`src/rtl/cmp_act_pkg.sv`:
```
package cmp_act_pkg;
  localparam int ACT_W = 3;

  typedef enum logic [1:0] {
    OP_HOLD = 2'd0,
    OP_SET  = 2'd1,
    OP_CLR  = 2'd2,
    OP_TOG  = 2'd3
  } pin_op_e;
endpackage

```
`src/rtl/cmp_act_decode.sv`:
```
module cmp_act_decode
  import cmp_act_pkg::*;
(
  input  logic [ACT_W-1:0] act_sel,
  input  logic             start_i,
  input  logic             tmo_i,
  output pin_op_e          op_o
);
  // Codes with the top bit set force a level at start; bit 0 picks it.
  logic has_start_act;
  assign has_start_act = act_sel[ACT_W-1];

  always_comb begin
    op_o = OP_HOLD;
    if (start_i && has_start_act) begin
      op_o = act_sel[0] ? OP_CLR : OP_SET;
    end else if (tmo_i) begin
      unique case (act_sel)
        3'd0:                op_o = OP_HOLD;
        3'd1, 3'd4, 3'd5:    op_o = OP_TOG;
        3'd2, 3'd6:          op_o = OP_CLR;
        default:             op_o = OP_SET;
      endcase
    end
  end
endmodule

```
`src/rtl/cmp_act_level.sv`:
```
module cmp_act_level
  import cmp_act_pkg::*;
#(
  parameter logic RST_LEVEL = 1'b0
) (
  input  logic    clk,
  input  logic    rst,
  input  pin_op_e op_i,
  input  logic    inv_i,
  output logic    level_o,
  output logic    pin_o
);
  logic level_q;
  logic level_d;
  logic pin_q;

  always_comb begin
    unique case (op_i)
      OP_SET:  level_d = 1'b1;
      OP_CLR:  level_d = 1'b0;
      OP_TOG:  level_d = ~level_q;
      default: level_d = level_q;
    endcase
  end

  always_ff @(posedge clk) begin
    if (rst) begin
      level_q <= RST_LEVEL;
      pin_q   <= RST_LEVEL;
    end else begin
      level_q <= level_d;
      pin_q   <= level_d ^ inv_i;
    end
  end

  assign level_o = level_q;
  assign pin_o   = pin_q;


  set_op_lands_chk: assert property (@(posedge clk) disable iff (rst)
    (op_i == OP_SET) |=> level_q);

  polarity_chk: assert property (@(posedge clk) disable iff (rst)
    1'b1 |=> (pin_q == (level_q ^ $past(inv_i))));
endmodule

```
`src/rtl/cmp_action_out.sv`:
```
module cmp_action_out
  import cmp_act_pkg::*;
#(
  parameter logic RST_LEVEL = 1'b0
) (
  input  logic             clk,
  input  logic             rst,
  input  logic [ACT_W-1:0] act_sel,
  input  logic             start_i,
  input  logic             tmo_i,
  input  logic             inv_i,
  output logic             pin_o
);
  pin_op_e op;
  logic    level;

  cmp_act_decode u_dec (
    .act_sel (act_sel),
    .start_i (start_i),
    .tmo_i   (tmo_i),
    .op_o    (op)
  );

  cmp_act_level #(.RST_LEVEL(RST_LEVEL)) u_lvl (
    .clk     (clk),
    .rst     (rst),
    .op_i    (op),
    .inv_i   (inv_i),
    .level_o (level),
    .pin_o   (pin_o)
  );


  off_hold_chk: assert property (@(posedge clk) disable iff (rst)
    (act_sel == 3'd0) |=> $stable(level));

  toggle_chk: assert property (@(posedge clk) disable iff (rst)
    (act_sel == 3'd1 && tmo_i) |=> (level != $past(level)));

  start_wins_chk: assert property (@(posedge clk) disable iff (rst)
    (start_i && tmo_i && act_sel[2]) |=> (level == ~$past(act_sel[0])));

  idle_hold_chk: assert property (@(posedge clk) disable iff (rst)
    (!start_i && !tmo_i) |=> $stable(level));
endmodule

```
`config.mk`:
```
export PLATFORM = sky130hd
export DESIGN_NAME = cmp_action_out
export DESIGN_NICKNAME = d
export VERILOG_FILES = /design/src/rtl/cmp_act_pkg.sv /design/src/rtl/cmp_act_decode.sv /design/src/rtl/cmp_act_level.sv /design/src/rtl/cmp_action_out.sv
export SDC_FILE = /design/constraint.sdc
export NUM_CORES = 1
export LEC_CHECK = 0
export ABC_AREA = 1
export BUFFER_PORTS_ARGS = -buffer_cell sky130_fd_sc_hd__buf_2
export CORE_AREA = 2 2 39 41
export CTS_BUF_LIST = sky130_fd_sc_hd__clkbuf_16
export CTS_CLUSTER_DIAMETER = 40
export CTS_CLUSTER_SIZE = 16
export DETAILED_ROUTE_END_ITERATION = 6
export DIE_AREA = 0 0 41 43
export GPL_TIMING_DRIVEN = 1
export PLACE_DENSITY_LB_ADDON = 0.3
export SYNTH_ARGS = -nofsm -noshare
export SYNTH_HDL_FRONTEND = slang
export SYNTH_SLANG_ARGS = --single-unit
```
`constraint.sdc`:
```
create_clock -name clk -period 0.8 [get_ports clk]
set_input_delay 0.08 -clock clk [delete_from_list [all_inputs] [get_ports clk]]
set_output_delay 0.08 -clock clk [all_outputs]
set_load 0.02 [all_outputs]
```
==> impl_metrics.ini <==
[outcome]
status = complete, but fails checks
violations = negative setup slack

[cells_and_area]
fillers = 160
final_cell_mix = 8 x buf_2, 6 x nand2_1, 3 x inv_1, 3 x nor2_2, 3 x clkbuf_16
final_cells = 51
area_delta_synth_final_pct = 101
final_common_cell = buf_2
fin_area_um2 = 289
seqCellArea_um2 = 41.3
multi_input_area_um2 = 97.6
fin_nets = 45
drive_gt1_share_pct = 54.3
antenna_cells = 0

[worst_hold_path]
whs_path_depth = 2
hold_start = rst
min_to = u_lvl.level_o
hp-class = input pin to register

[grt]
grt_pass1_vias = 145
grt_max_degree = 5
antenna_found_initial = 0
grt_use_total_pct = 4.81
grt_overflow_total = 0
grt_pass1_wl_um = 496

[sta]
max_freq_mhz = 1140
layout_setup_ws_ps = -78.9
layout_worst_path_cycle_share_pct = 110
hold_violations = 0
rsz0062_at_grt = true
min_period_ps = 879
whs_ps = 25.4
fin_skew_ps = 1.26
setup_viol = 1
maxSlewHeadroom_pct = 87.6
drv_slew = 0
tightest_slew_ps = 184
tns_ps = -78.9

[clocking]
hold_buffers = 0
clk_latency_ps = 220
clk_pin_slew_ps = 30
cts.htree.levels = 1
root_buffer = clkbuf_16
post_cts_buffers = 0
clkSinkCount = 2
clock_tree.buffer_depth = 2
cts_made_buffers = 3
cts_tree = done

[route]
routed_via_density = 3.33
dr.pass1.iters = 2
drc = 0
ant_nets = 0
drtIter0Drc = 2
drt-total-wl_um = 357
post_drt_wl_per_cell_um = 7.00
vias = 170

[synthesis]
yosysWarnings = 0
synth_fp_nets = 32
syn_avg_cell_area_um2 = 6.00
synth.distinct_cells = 12
synth-seq-cells = 2
syn_area_um2 = 144
synthCells = 24
seq_area_frac_synth_pct = 27.8

[worst_setup_path]
endpoint_kind = register
cp_slowest_cell = dfxtp_2
startpoint = u_lvl.level_o
r2r-end = u_lvl.pin_o
path_cells = nor2_2 > nand2_1 > nor2_2 > nor2_2 > nand3_2 > nand2_1 > nor2_1
startpoint_type = register
cpMostUsedCell = nor2_2
crit_arrival_ps = 990
reg2regPathDepth = 7
crit_type = register to register
regToRegStartpoint = u_lvl.level_o
cp_max_fo = 3
critPathRequiredTime_ps = 910
worst_path_largest_cell_delay_ps = 310
rrSetupSlack_ps = -80

[pwr]
p_leak_nw = 0.149
seqPwrFrac_pct = 12.1
fin_total_pwr_mw = 0.947
internal_power_mw = 0.785
p_clk_share_pct = 78.7
pwr-share-comb_pct = 9.2
power.switching_mw = 0.162
power_density_nw_per_um2 = 3280
ir_drop_mv = 1.07
p_sw_share_pct = 17.1

[die]
start_util_pct = 10.4
boundaryPins = 9
fp.dieW_um = 41
dieArea_um2 = 1760
fp.coreArea_um2 = 1380
std_cell_rows = 14
die_h_um = 43

[placement]
gp_congestion = 0.580
portBuffers = 8
dp_cells = 48
place_area_um2 = 204
dp_hpwl_um = 254

[job]
drv_cap = 0
cell type report:
class | count | share of cell area, %
Multi-Input combinational cell | 18 | 33.8
Timing Repair Buffer | 8 | 13.9
Inverter | 4 | 5.19
Sequential cell | 2 | 14.3
Tap cell | 16 | 6.93
Clock buffer | 3 | 26.0
synth_stat cells:
cell type / instances / area [um^2]
inv_2: 1 / 3.75
o21ai_0: 1 / 5.00
nor2_1: 4 / 15.0
and2_1: 1 / 6.26
dfxtp_1: 2 / 40.0
o21bai_1: 1 / 7.51
nand2_1: 6 / 22.5
a21oi_1: 2 / 10.0
nand3_2: 1 / 10.0
nor2_2: 1 / 6.26
nand2_2: 1 / 6.26
inv_1: 3 / 11.3
metrics by stage:
step           setup slack (ps)  utilization (%)
2_1_floorplan             -45.3                -
3_3_place_gp              -99.1             14.7
3_5_place_dp               -120             14.7
4_1_cts                    -119             20.2
5_1_grt                    -161             20.9
6_report                  -78.9             20.9
layer usage:
layer  vias up  part of all wire [%]  global-route usage [%]
met3         0                   7.0                    3.14
met5         -                     0                       0
met1        67                    50                    5.11
met2         6                    43                    6.25
li1         97                     -                       -
met4         0                     0                    4.00
worst max path at each step:
stage,to,cells past startpoint
detailed placement,u_lvl.pin_o,6
global placement,u_lvl.pin_o,6
finish,u_lvl.pin_o,7
floorplan,u_lvl.pin_o,6
global route,u_lvl.pin_o,7
CTS,u_lvl.pin_o,6
cell families (layout without fill, tap and decap cells):
group	count (synthesis)	after routing	synth area share [%]
AO/OA/AOI/OAI	4	4	15.7
flip-flops	2	2	27.8
buffers and inverters	4	15	10.4
AND/OR/NAND/NOR	14	14	46.1
sequential cells by signal (all words and copies together), names as in the netlist:
signal         flops
u_lvl.level_o      1
u_lvl.pin_o        1
power groups by stage:
stage	Clock (mW)	Combinational, mW	Sequential, mW
2_1_floorplan	0	0.0442	0.120
3_3_place_gp	0	0.0826	0.113
3_5_place_dp	0	0.0825	0.114
4_1_cts	0.762	0.0833	0.114
5_1_grt	0.776	0.0980	0.117
6_report	0.746	0.0872	0.115
worst max-delay path: cells and delay by family, from the launching register on:
kind	cells	cell delay [ps]
DFF	1	310
and+or+nand+nor	7	460
what timing repair did:
action / CTS / global route
gates resized for setup: 0 / 4
setup endpoints to repair: 2 / 2
pin swaps: 1 / 3
hold endpoints to repair: 0 / 0
Power figures use the tool's default switching activity.
